## src/rtl/nco_pkg.sv

```systemverilog
package nco_pkg;
  localparam int OFS_W  = 3;
  localparam int CTRL_W = OFS_W + 3;

  localparam logic ADDR_FREQ = 1'b0;
  localparam logic ADDR_CTRL = 1'b1;

  // control word layout: [5:3] offset, [2] clear on reload, [1] hold cleared, [0] wait for sync
  typedef struct packed {
    logic [OFS_W-1:0] ofs;
    logic             clr_load;
    logic             clr_cont;
    logic             defer;
  } nco_ctrl_t;
endpackage

```

## src/rtl/nco_ctrl_regs.sv

```systemverilog
module nco_ctrl_regs
  import nco_pkg::*;
#(
  parameter int ACC_W = 32
) (
  input  logic             clk,
  input  logic             rst,
  input  logic             wr_en,
  input  logic             wr_addr,
  input  logic [ACC_W-1:0] wr_data,
  input  logic             sync_in,
  output logic [ACC_W-1:0] freq_act,
  output nco_ctrl_t        ctrl,
  output logic             load_evt
);
  logic [ACC_W-1:0] freq_sh;
  logic             load_now;
  logic             load_sync;

  assign load_now  = wr_en && (wr_addr == ADDR_FREQ) && !ctrl.defer;
  assign load_sync = ctrl.defer && sync_in;
  assign load_evt  = load_now || load_sync;

  always_ff @(posedge clk) begin
    if (rst) begin
      freq_sh  <= '0;
      freq_act <= '0;
      ctrl     <= '0;
    end else begin
      if (wr_en && wr_addr == ADDR_FREQ) freq_sh <= wr_data;
      if (wr_en && wr_addr == ADDR_CTRL) ctrl <= nco_ctrl_t'(wr_data[CTRL_W-1:0]);
      if (load_now)       freq_act <= wr_data;
      else if (load_sync) freq_act <= freq_sh;
    end
  end


  defer_hold_chk: assert property (@(posedge clk) disable iff (rst)
    (ctrl.defer && !sync_in) |=> $stable(freq_act));


  immediate_load_chk: assert property (@(posedge clk) disable iff (rst)
    (wr_en && wr_addr == ADDR_FREQ && !ctrl.defer) |=> (freq_act == $past(wr_data)));
endmodule

```

## src/rtl/nco_phase_acc.sv

```systemverilog
module nco_phase_acc #(
  parameter int ACC_W = 32
) (
  input  logic             clk,
  input  logic             rst,
  input  logic             enable,
  input  logic [ACC_W-1:0] freq_act,
  input  logic             clr_cont,
  input  logic             clr_load,
  input  logic             load_evt,
  output logic [ACC_W-1:0] acc
);
  logic clr;

  assign clr = clr_cont || (clr_load && load_evt);

  always_ff @(posedge clk) begin
    if (rst)         acc <= '0;
    else if (clr)    acc <= '0;
    else if (enable) acc <= acc + freq_act;
  end


  gated_hold_chk: assert property (@(posedge clk) disable iff (rst)
    (!enable && !clr_cont && !load_evt) |=> $stable(acc));


  cont_clear_chk: assert property (@(posedge clk) disable iff (rst)
    clr_cont |=> (acc == '0));


  load_clear_chk: assert property (@(posedge clk) disable iff (rst)
    (clr_load && load_evt) |=> (acc == '0));
endmodule

```

## src/rtl/nco_phase_out.sv

```systemverilog
module nco_phase_out #(
  parameter int ACC_W = 32,
  parameter int OFS_W = 3
) (
  input  logic             clk,
  input  logic             rst,
  input  logic [ACC_W-1:0] acc,
  input  logic [OFS_W-1:0] ofs,
  output logic [ACC_W-1:0] phase_out
);
  localparam int PAD_W = ACC_W - OFS_W;

  logic [ACC_W-1:0] ofs_ext;

  assign ofs_ext = {ofs, {PAD_W{1'b0}}};

  always_ff @(posedge clk) begin
    if (rst) phase_out <= '0;
    else     phase_out <= acc + ofs_ext;
  end
endmodule

```

## src/rtl/carrier_phase_acc.sv

```systemverilog
module carrier_phase_acc
  import nco_pkg::*;
#(
  parameter int ACC_W = 32
) (
  input  logic             clk,
  input  logic             rst,
  input  logic             wr_en,
  input  logic             wr_addr,
  input  logic [ACC_W-1:0] wr_data,
  input  logic             enable,
  input  logic             sync_in,
  output logic [ACC_W-1:0] phase_out
);
  logic [ACC_W-1:0] freq_act;
  logic [ACC_W-1:0] acc;
  nco_ctrl_t        ctrl;
  logic             load_evt;

  nco_ctrl_regs #(.ACC_W(ACC_W)) u_regs (
    .clk(clk), .rst(rst), .wr_en(wr_en), .wr_addr(wr_addr), .wr_data(wr_data),
    .sync_in(sync_in), .freq_act(freq_act), .ctrl(ctrl), .load_evt(load_evt)
  );

  nco_phase_acc #(.ACC_W(ACC_W)) u_acc (
    .clk(clk), .rst(rst), .enable(enable), .freq_act(freq_act),
    .clr_cont(ctrl.clr_cont), .clr_load(ctrl.clr_load), .load_evt(load_evt), .acc(acc)
  );

  nco_phase_out #(.ACC_W(ACC_W), .OFS_W(OFS_W)) u_out (
    .clk(clk), .rst(rst), .acc(acc), .ofs(ctrl.ofs), .phase_out(phase_out)
  );


  zero_phase_offset_chk: assert property (@(posedge clk) disable iff (rst)
    (acc == '0) |=> (phase_out[ACC_W-1 -: OFS_W] == $past(ctrl.ofs)));


  advance_chk: assert property (@(posedge clk) disable iff (rst)
    (enable && !ctrl.clr_cont && !load_evt) |=> (acc == $past(acc) + $past(freq_act)));
endmodule

```

## config.mk

```make
export PLATFORM = sky130hd
export DESIGN_NAME = carrier_phase_acc
export DESIGN_NICKNAME = d
export VERILOG_FILES = /design/src/rtl/nco_pkg.sv /design/src/rtl/nco_ctrl_regs.sv /design/src/rtl/nco_phase_acc.sv /design/src/rtl/nco_phase_out.sv /design/src/rtl/carrier_phase_acc.sv
export SDC_FILE = /design/constraint.sdc
export NUM_CORES = 1
export LEC_CHECK = 0
export ABC_AREA = 0
export BUFFER_PORTS_ARGS = -buffer_cell sky130_fd_sc_hd__buf_2
export CORE_UTILIZATION = 50
export DETAILED_ROUTE_END_ITERATION = 7
export GPL_TIMING_DRIVEN = 0
export HOLD_SLACK_MARGIN = 0.15
export PLACE_DENSITY = 0.78
export SYNTH_ARGS = -nofsm -noshare
export SYNTH_HDL_FRONTEND = slang
export SYNTH_SLANG_ARGS = --single-unit
export TNS_END_PERCENT = 20
```

## constraint.sdc

```tcl
create_clock -name clk -period 4.05 [get_ports clk]
set_input_delay 0.405 -clock clk [delete_from_list [all_inputs] [get_ports clk]]
set_output_delay 0.405 -clock clk [all_outputs]
set_load 0.03 [all_outputs]
```

-- Word-level counts from Yosys, hierarchy flattened
Cells that the tools add are included.
- register bits: 134
- latch bits: 0
- bits in writable memories: 0
- memory bits (read-only): 0
- input bits: 38
- logic and storage cells: 23
- memories kept: 0
- add/subtract/negate cells: 2
- multipliers: 0
- div/mod/pow operators: 0
- order comparisons: 0
- equal/unequal tests: 0
- shift-type cells: 0
- muxes and demuxes: 2
- bitwise operators: 1
- reductions and logical operators: 10
- operator list (cell ; number):
    $add 32x32->32 ; 2
    $mux 32 ; 2
    $logic_and 1x1->1 ; 5
    $logic_or 1x1->1 ; 2
    $reduce_bool 2->1 ; 1
    $reduce_or 2->1 ; 1
    $logic_not 1->1 ; 1
    $not 1->1 ; 1

-- Longest topological paths before layout
Gate-level depths: netlist of the first run.
- depth in word-level cells: 7
- mapped depth: 11
- depth with buffers taken out: 10

-- Cells and area by module
Synthesis of the first run repeated with hierarchy kept, for this count alone.
- cell total of the unflattened synthesis: 724
- area total of the unflattened synthesis: 6353.6 um2
- modules (own cells, without submodules) (module ; instances ; cells an instance ; area an instance (um2) ; sequential area each (um2)):
    nco_ctrl_regs ; 1 ; 325 ; 2727.6 ; 1401.3
    nco_phase_acc ; 1 ; 329 ; 2715.1 ; 640.6
    nco_phase_out ; 1 ; 70 ; 910.9 ; 640.6

-- Worst setup path after synthesis of the first run
OpenSTA, ideal clock, no wires.
- path type: register to register
- from: reg u_regs.freq_act[0]
- to: reg u_acc.acc[30]
- arrival: 2314 ps
- setup slack: 1611 ps
- cell stages (with the launch flop): 11
- buffers on the path: 0
- cell sequence: dfxtp_1 -> ha_1 -> fa_1 -> a21o_1 -> nand4_1 -> a21boi_2 -> a211o_2 -> a41o_4 -> a41oi_4 -> or3_1 -> nand3_1
- cells in the longest elaborated chain, start to end: 1
- ends and longest elaborated chain (item ; RTL line ; RTL):
    start: declaration ; nco_ctrl_regs.sv:12 ; output logic [ACC_W-1:0] freq_act,
    start signal: assignment ; nco_ctrl_regs.sv:32 ; if (load_now) freq_act <= wr_data;
    start signal: assignment ; nco_ctrl_regs.sv:33 ; else if (load_sync) freq_act <= freq_sh;
    $add 32x32->32 ; nco_phase_acc.sv:20 ; else if (enable) acc <= acc + freq_act;
    end signal: assignment ; nco_phase_acc.sv:20 ;
    end: declaration ; nco_phase_acc.sv:11 ; output logic [ACC_W-1:0] acc
Every way passes these cells.
A chain may end at the register's enable or synchronous reset.

-- Worst setup path after layout of the first run
- from: reg u_regs.freq_act[4]
- to: reg u_acc.acc[23]
The elaborated chain is that of the path after synthesis.

==> results.sh, run 1 <==
export IMPL_netlist_area_leader_share_pct=42.5
export IMPL_crit_start="u_regs.freq_act[4]$_SDFFE_PP0P_"
export IMPL_critical_path_cell_chain="ha_1 > o211ai_1 > o21bai_1 > a21oi_1 > o31ai_1 > a21oi_1 > o21ai_0 > xnor2_1 > o22ai_1"
export IMPL_relSlewSlack_pct=46.4
export IMPL_hold_viol_final=0
export IMPL_vias=5599
export IMPL_slowest_stage="o31ai_1"
export IMPL_fmax_ghz=0.350
export IMPL_drt_pass1_iter_count=5
export IMPL_die_area_um2=13100
export IMPL_worstSetupEndpointType="flop"
export IMPL_clock_root_buffer="clkbuf_16"
export IMPL_core_rowCount=40
export IMPL_period_needed_ps=2850
export IMPL_hold_class="input port to flop"
export IMPL_fill_cells=1110
export IMPL_syn_inst=754
export IMPL_r2r_slack_ps=1200
export IMPL_rsz0062_at_grt="false"
export IMPL_cp_arrival_ps=3150
export IMPL_clk_path_buf_depth=2
export IMPL_fp_dieH_um=114
export IMPL_synth_edf_count=0
export IMPL_placement_io_buffers=66
export IMPL_clk_latency_ps=430
export IMPL_grt_pass1_wl_um=25100
export IMPL_p_leak_uw=0.00321
export IMPL_wl_per_cell_um=15.5
export IMPL_via_per_inst=5.49
export IMPL_multiInputGateArea_um2=3400
export IMPL_cts_htree_levels=4
export IMPL_cp_common_cell="a21oi_1"
export IMPL_status="completed"
export IMPL_cap_violations=0
export IMPL_synth_area_per_cell_um2=8.37
export IMPL_ys_types=53
export IMPL_start_util_pct=51.9
export IMPL_ys_top_cells_by_area="dfxtp_1 (43%), nand2_1 (8.8%), a21oi_1 (7.5%)"
export IMPL_drive_gt1_share_pct=12.6
export IMPL_cp_slowest_stage_delay_ps=630
export IMPL_coreArea_um2=12200
export IMPL_reg2reg_to="u_acc.acc[23]$_SDFFE_PP0P_"
export IMPL_ff_latch_area_um2=2680
export IMPL_cts_resized=0
export IMPL_grt_max_degree=17
export IMPL_reg2reg_depth=9
export IMPL_cts_sinks=134
export IMPL_drv_slew=0
export IMPL_grt_pass1_vias=5069
export IMPL_postCtsSetupRepairBufs=0
export IMPL_crit_path_end="u_acc.acc[23]$_SDFFE_PP0P_"
export IMPL_synthToLayoutAreaGrowth_pct=17.9
export IMPL_tritoncts="built"
export IMPL_hold_buffers=0
export IMPL_dp_hpwl_um=11500
export IMPL_ys_warn_count=0
export IMPL_crit_type="flop to flop"
export IMPL_wirelength_um=15800
export IMPL_final_util_pct=61.1
export IMPL_cp_required_ps=4350
export IMPL_drc_errors=0
export IMPL_die_w_um=114
export IMPL_synth_seq_cells=134
export IMPL_final_setup_tns_ps=0
export IMPL_crit_path_start_kind="flop"
export IMPL_syn_num_nets=826
export IMPL_cp_max_fo=4
export IMPL_yosysSeqAreaShare_pct=42.5
export IMPL_grt_overflow_total=0
export IMPL_ir_drop_mv=0.262
export IMPL_setup_viol=0
export IMPL_powerDensity_nw_per_um2=445
export IMPL_ys_flop_type="dfxtp_1"
export IMPL_fin_nets=911
export IMPL_drt_iter0_drc=380
export IMPL_r2r_start="u_regs.freq_act[4]$_SDFFE_PP0P_"
export IMPL_yosys_area_top_type="dfxtp_1"
export IMPL_drtAntennaViolNets=0
export IMPL_gr_usage_all_layers_pct=25.5
export IMPL_clock_skew_ps=11.1
export IMPL_cts_made_buffers=17
export IMPL_antenna_found_initial=0
export IMPL_worst_slew_pin_slew_ps=804
export IMPL_synthArstFlopShare_pct=0
export IMPL_synth_area_um2=6310
export IMPL_finalWeightedCongestion=0.919
export IMPL_ioPinCount=70
export IMPL_clkTransAtPathRegs_ps=60
export IMPL_diodes=0
export IMPL_finalCritPeriodShare_pct=70.5
-- cells by family after synthesis --
logic type                 synth area share [%]
AOI/OAI and AO/OA                          21.0
xor gates and xnor gates                   3.19
adders and majority gates                  6.98
buffers and inverters                      3.57
DFF                                        42.5
muxes                                      2.70
and+or+nand+nor                            20.0
-- Yosys cell counts (all sizes together), types with 2 or more instances --
cell	count
xor2	7
a311oi	14
dfxtp	134
and2	2
a21oi	95
a21o	20
o21bai	3
nand4b	2
inv	8
nor2	51
nand4	6
nand2	148
xnor2	16
o211ai	2
a221o	2
a211o	4
a22oi	21
o21a	4
and3	3
buf	9
o21ai	15
or4	2
or3	4
clkbuf	41
a211oi	5
a21boi	2
nand3	18
a31oi	5
mux2i	17
a41oi	2
o22ai	4
nor2b	32
nor3	7
nand2b	3
ha	32
nor4	2
fa	2
-- layout by cell type, fill, tap and decap left out, types with 17 or more instances in the layout --
cell type / Yosys / layout
a22oi_1: 21 / 21
ha_1: 32 / 32
buf_2: 5 / 71
a21oi_1: 95 / 95
clkbuf_1: 40 / 43
clkbuf_16: 0 / 17
nand2_1: 148 / 148
nor2b_1: 32 / 32
mux2i_1: 17 / 17
a21o_1: 20 / 20
dfxtp_1: 134 / 134
nand3_1: 17 / 17
nor2_1: 51 / 51
-- where the power goes --
group | internal, µW | switching (µW)
combinational | 130 | 229
clock | 966 | 557
sequential | 1380 | 41.9
total | 2480 | 829
-- critical path: cells and delay by family (launching register included) --
| kind | cells | cell delay (ps) |
|---|---|---|
| fa+ha+maj | 1 | 350 |
| compound gates | 7 | 1870 |
| xor+xnor | 1 | 160 |
| flops | 1 | 340 |
-- flip-flops by register name (all words and copies together), names as in the netlist --
signal           count
u_out.phase_out     32
u_regs.freq_act     32
u_regs.freq_sh      32
u_regs.ctrl          6
u_acc.acc           32
-- metrics by stage --
| step | instances | setup slack, ps | hold WS (ps) | cell area (µm²) | total power (µW) |
|---|---|---|---|---|---|
| final | 1020 | 1200 | 224 | 7440 | 3310 |
| after global routing | 1020 | 1020 | 223 | 7440 | 3430 |
| after CTS | 1020 | 1240 | 208 | 7440 | 3330 |
| after detailed placement | 988 | 1230 | 447 | 6850 | 1800 |
| after global placement | 988 | 1250 | 441 | 6850 | 1800 |
| after floorplan | 754 | 1610 | 430 | 6310 | 1690 |
-- how the worst min path moves through the flow --
stage | from | to | slack, ps | cells after the start
4_1_cts | wr_data[15] | u_regs.freq_sh[15]$_SDFFE_PP0P_ | 210 | 3
3_3_place_gp | u_regs.freq_sh[5]$_SDFFE_PP0P_ | u_regs.freq_sh[5]$_SDFFE_PP0P_ | 440 | 2
6_report | wr_data[22] | u_regs.freq_sh[22]$_SDFFE_PP0P_ | 220 | 3
2_1_floorplan | u_acc.acc[10]$_SDFFE_PP0P_ | u_out.phase_out[10]$_SDFF_PP0_ | 430 | 2
3_5_place_dp | u_regs.freq_sh[24]$_SDFFE_PP0P_ | u_regs.freq_sh[24]$_SDFFE_PP0P_ | 450 | 2
5_1_grt | wr_data[18] | u_regs.freq_sh[18]$_SDFFE_PP0P_ | 220 | 3
-- layout make-up --
cell class	count	share of cell area, %
tap	168	2.83
inverter	8	0.404
sequential	134	36.1
clock inverter	8	1.30
clock buffer	24	6.61
timing repair buffer	66	4.44
buffer	50	2.62
multi-input combinational	562	45.7
-- layer usage --
metal / GRT usage (%) / up-vias / wire length [µm]
met1: 34.1 / 2554 / 7220
met5: 0 / - / 0
met2: 38.8 / 193 / 6900
met4: 12.0 / 0 / 410
li1: - / 2822 / -
met3: 6.03 / 30 / 1260
No activity file was read; power rests on OpenSTA's default activity.
==> run 2, diff against run 1 <==
PLACE_DENSITY = 0.8   (was 0.78)
clock period = 2.6 ns   (was 4.05 ns; I/O delays follow)
==> run 2 against run 1 <==
  * Global-route usage is 1.6 points higher
  * Core utilization is 3.4 points higher
  * Sequential cell count stayed put
  * Via count is 4.2% higher
  * Register-to-register slack worse by 1200 ps
  * Sequential power is 56% higher
  * Critical path depth is 1 higher
  * Combinational power is 71% higher
  * Final cell count is 2.9% higher
  * Worst setup slack worse by 1200 ps
  * Highest routed layer unchanged
==> results.sh, run 2 (same netlist as run 1, synthesis figures left out) <==
export IMPL_setup_viol=0
export IMPL_fmax_ghz=0.389
export IMPL_fp_dieH_um=114
export IMPL_grt_overflow_total=0
export IMPL_p_leak_uw=0.00334
export IMPL_drtAntennaViolNets=0
export IMPL_finalWeightedCongestion=0.922
export IMPL_cts_sinks=134
export IMPL_clock_skew_ps=8.90
export IMPL_ioPinCount=70
export IMPL_via_per_inst=5.56
export IMPL_placed_cell_area_um2=6850
export IMPL_cp_max_fo=4
export IMPL_worst_slew_pin_slew_ps=836
export IMPL_vias=5836
export IMPL_clock_root_buffer="clkbuf_16"
export IMPL_drt_pass1_iter_count=5
export IMPL_antenna_found_initial=0
export IMPL_cap_violations=0
export IMPL_grt_max_degree=17
export IMPL_rsz0062_at_grt="true"
export IMPL_finalCritPeriodShare_pct=99.0
export IMPL_dp_hpwl_um=11800
export IMPL_placement_io_buffers=66
export IMPL_ir_drop_mv=0.401
export IMPL_drv_slew=0
export IMPL_crit_path_start_kind="flop"
export IMPL_synthToLayoutAreaGrowth_pct=24.5
export IMPL_fill_cells=1030
export IMPL_crit_type="flop to flop"
export IMPL_die_w_um=114
export IMPL_mostFrequentLayoutCell="nand2_1"
export IMPL_wirelength_um=17100
export IMPL_status="completed"
export IMPL_critical_path_cell_chain="ha_2 > fa_2 > a21o_1 > nand4_1 > a21boi_2 > a211o_2 > a41o_4 > a311oi_2 > a41oi_1 > a21oi_1"
export IMPL_drt_iter0_drc=385
export IMPL_pre_cts_ws_ps=-209
export IMPL_hold_viol_final=0
export IMPL_grt_pass1_vias=5423
export IMPL_powerDensity_nw_per_um2=673
export IMPL_clk_path_buf_depth=2
export IMPL_cp_slowest_stage_delay_ps=360
export IMPL_fin_nets=943
export IMPL_start_util_pct=51.9
export IMPL_drc_errors=0
export IMPL_p_total_uw=5280
export IMPL_cp_required_ps=2950
export IMPL_slowest_stage="fa_2"
export IMPL_diodes=0
export IMPL_wl_per_cell_um=16.2
export IMPL_drive_gt1_share_pct=13.5
export IMPL_cts_htree_levels=4
export IMPL_clkTransAtPathRegs_ps=50
export IMPL_cts_made_buffers=17
export IMPL_final_setup_worst_slack_ps=26.2
export IMPL_clk_latency_ps=420
export IMPL_grt_pass1_wl_um=27000
export IMPL_hold_class="input port to flop"
export IMPL_tritoncts="built"
export IMPL_final_cell_mix="nand2_1 (148), dfxtp_1 (133), a21oi_1 (92), buf_2 (71), nor2_1 (51)"
export IMPL_coreArea_um2=12200
export IMPL_relSlewSlack_pct=44.2
export IMPL_gr_usage_all_layers_pct=27.1
export IMPL_worstSetupEndpointType="flop"
export IMPL_core_rowCount=40
export IMPL_cp_arrival_ps=2920
export IMPL_stdcell_area_um2=7850
export IMPL_period_needed_ps=2570
export IMPL_die_area_um2=13100
## run 2: layer usage
layer  GRT usage (%)  wire, µm  vias to the layer above
met2            44.1      7900                      248
met1            34.7      7380                     2668
met5               0         0                        -
met4            11.6       425                        0
li1                -         -                     2884
met3            5.82      1340                       36
## run 2: stage by stage
step	std cells	utilization (%)	hold WS, ps	setup TNS [ps]
after floorplan	754	-	396	0
after global placement	988	56.3	441	-491
after detailed placement	988	56.3	446	-735
after CTS	1050	64.0	212	-10.9
after global routing	1050	64.6	263	-121
final	1050	64.6	245	0
## run 2: final cells by class
cell class / instances / area (µm²) / share of cell area [%]
clock buffers: 23 / 478 / 6.09
multi-input cells: 562 / 3480 / 44.4
repair buffers: 98 / 651 / 8.29
clock inverters: 7 / 120 / 1.53
plain buffers: 50 / 196 / 2.50
well taps: 168 / 210 / 2.68
inverters: 8 / 30.0 / 0.382
flip-flops and latches: 134 / 2680 / 34.2
## run 2: worst paths after layout
kind,end,start,depth (start not counted),slack (ps)
setup / recovery,u_acc.acc[22]$_SDFFE_PP0P_,u_regs.freq_act[0]$_SDFFE_PP0P_,10,30
hold / removal,u_regs.freq_act[4]$_SDFFE_PP0P_,sync_in,4,250
setup reg to reg,u_acc.acc[22]$_SDFFE_PP0P_,u_regs.freq_act[0]$_SDFFE_PP0P_,10,30
hold reg to reg,u_regs.freq_sh[19]$_SDFFE_PP0P_,u_regs.freq_sh[19]$_SDFFE_PP0P_,2,450
## run 2: worst max-delay path, delay by kind of cell, from the launching register on
family	cells	cell delay [ps]
AO/OA/AOI/OAI	7	1460
adder cells (fa/ha/maj)	2	580
flip-flops	1	330
AND/OR/NAND/NOR	1	120
## run 2: timing repair
item	in CTS	in global routing
cloned	0	0
hold buffers	32	0
hold endpoints to repair	52	0
endpoints found under the setup margin	7	9
pin swaps	1	1
resized for setup	3	17
buffers inserted	0	0
## run 2: where the power goes
part / leakage, µW / internal [µW] / switching (µW) / total [µW]
registers: 0.00109 / 2150 / 70.9 / 2220
logic: 0.00196 / 242 / 373 / 615
clock network: 0.000290 / 1580 / 870 / 2450
total: 0.00334 / 3970 / 1310 / 5280
==> run 3, diff against run 2 <==
PLACE_DENSITY = 0.74   (was 0.8)
==> run 3 against run 2 <==
  * Clock power barely moved
  * Count of clock-buffer cells in the layout fell by 2
  * Critical path type unchanged
  * Critical path depth did not move
  * Total power rose by 0.39%
  * Worst hold slack got worse by 12 ps
==> results.sh, run 3 (same netlist as run 1, synthesis figures left out) <==
export IMPL_clock_root_buffer="clkbuf_16"
export IMPL_clk_latency_ps=430
export IMPL_relSlewSlack_pct=43.6
export IMPL_drv_slew=0
export IMPL_grt_max_degree=17
export IMPL_status="completed"
export IMPL_placed_cell_area_um2=6850
export IMPL_worst_slew_pin_slew_ps=846
export IMPL_drt_pass1_iter_count=5
export IMPL_worstSetupEndpointType="flop"
export IMPL_wirelength_um=17300
export IMPL_fin_nets=943
export IMPL_diodes=0
export IMPL_period_needed_ps=2550
export IMPL_cts_made_buffers=17
export IMPL_grt_pass1_wl_um=27300
export IMPL_finalCritPeriodShare_pct=98.0
export IMPL_gr_usage_all_layers_pct=27.5
export IMPL_placement_io_buffers=66
export IMPL_r2r_slack_ps=50
export IMPL_hold_start="sync_in"
export IMPL_crit_type="flop to flop"
export IMPL_p_leak_uw=0.00333
export IMPL_hold_class="input port to flop"
export IMPL_hold_depth=4
export IMPL_coreArea_um2=12200
export IMPL_hold_viol_final=0
export IMPL_die_area_um2=13100
export IMPL_ir_drop_mv=0.525
export IMPL_powerDensity_nw_per_um2=675
export IMPL_core_rowCount=40
export IMPL_final_setup_tns_ps=0
export IMPL_start_util_pct=51.9
export IMPL_synthToLayoutAreaGrowth_pct=24.5
export IMPL_r2r_start="u_regs.freq_act[0]$_SDFFE_PP0P_"
export IMPL_grt_overflow_total=0
export IMPL_holdPathEnd="u_regs.freq_act[0]$_SDFFE_PP0P_"
export IMPL_wl_per_cell_um=16.5
export IMPL_reg2reg_to="u_acc.acc[22]$_SDFFE_PP0P_"
export IMPL_cts_sinks=134
export IMPL_finalWeightedCongestion=0.909
export IMPL_rsz0062_at_grt="true"
export IMPL_tritoncts="built"
export IMPL_mostFrequentLayoutCell="nand2_1"
export IMPL_cts_htree_levels=4
export IMPL_stdcell_area_um2=7860
export IMPL_reg2reg_depth=10
export IMPL_fmax_ghz=0.392
export IMPL_cp_max_fo=4
export IMPL_ioPinCount=70
export IMPL_final_cell_mix="nand2_1 (148), dfxtp_1 (133), a21oi_1 (90), buf_2 (71), nor2_1 (51)"
export IMPL_dp_hpwl_um=12300
export IMPL_via_per_inst=5.59
export IMPL_pre_cts_ws_ps=-418
export IMPL_cap_violations=0
export IMPL_drtAntennaViolNets=0
export IMPL_vias=5871
export IMPL_cp_arrival_ps=2910
export IMPL_crit_start="u_regs.freq_act[0]$_SDFFE_PP0P_"
export IMPL_fp_dieH_um=114
export IMPL_cp_required_ps=2960
export IMPL_final_setup_worst_slack_ps=51.8
export IMPL_grt_pass1_vias=5529
export IMPL_die_w_um=114
export IMPL_clkTransAtPathRegs_ps=60
export IMPL_clk_path_buf_depth=2
export IMPL_holdWs_ps=233
export IMPL_drc_errors=0
export IMPL_drt_iter0_drc=484
export IMPL_antenna_found_initial=0
export IMPL_clock_skew_ps=8.51
export IMPL_crit_path_start_kind="flop"
export IMPL_drive_gt1_share_pct=13.6
export IMPL_setup_viol=0
-- run 3: power by group --
group / internal (µW) / total, µW / switching, µW / leakage, µW
Clock: 1590 / 2470 / 877 / 0.000283
Combinational: 242 / 614 / 372 / 0.00196
Sequential: 2150 / 2220 / 72.5 / 0.00109
Total: 3980 / 5300 / 1320 / 0.00333
-- run 3: what timing repair did --
action	in CTS	in global routing
resized for setup	3	18
hold buffers	32	0
pin swaps	3	2
setup endpoints to repair	9	9
setup buffers	1	0
hold endpoints to repair	48	0
-- run 3: area by class of cell --
class / instances / area, µm²
clock inverters: 9 / 154
fillers: 1030 / 4310
multi-input cells: 562 / 3490
well taps: 168 / 210
repair buffers: 99 / 658
inverters: 8 / 30.0
plain buffers: 49 / 191
clock buffers: 21 / 440
flip-flops and latches: 134 / 2680
-- run 3: critical path, stage by stage (launching register included) --
cell and delay [ps]:
dfxtp_2 340, ha_2 200, fa_2 360, a21o_1 200, nand4_1 130, a21boi_2 100, a211o_2 340, a41o_4 310
a311oi_2 270, a41oi_1 90, a21oi_1 150
-- run 3: worst max-delay path by stage --
| stage | endpoint | slack [ps] |
|---|---|---|
| final | u_acc.acc[22]$_SDFFE_PP0P_ | 50 |
| after global placement | u_acc.acc[23]$_SDFFE_PP0P_ | -330 |
| after detailed placement | u_acc.acc[23]$_SDFFE_PP0P_ | -420 |
| after CTS | u_acc.acc[31]$_SDFFE_PP0P_ | 4 |
| after floorplan | u_acc.acc[30]$_SDFFE_PP0P_ | 160 |
| after global routing | u_acc.acc[22]$_SDFFE_PP0P_ | -60 |
-- run 3: per-layer routing --
| metal | global-route usage, % | wire length (µm) |
|---|---|---|
| met2 | 46.2 | 8300 |
| met1 | 35.0 | 7620 |
| met4 | 9.78 | 302 |
| met5 | 0 | 0 |
| met3 | 5.66 | 1080 |
-- run 3: through the flow --
step	power [µW]	utilization (%)	std cells
4_1_cts	5300	64.0	1051
6_report	5300	64.6	1050
3_5_place_dp	2820	56.3	988
3_3_place_gp	2800	56.3	988
5_1_grt	5480	64.6	1050
2_1_floorplan	2640	-	754
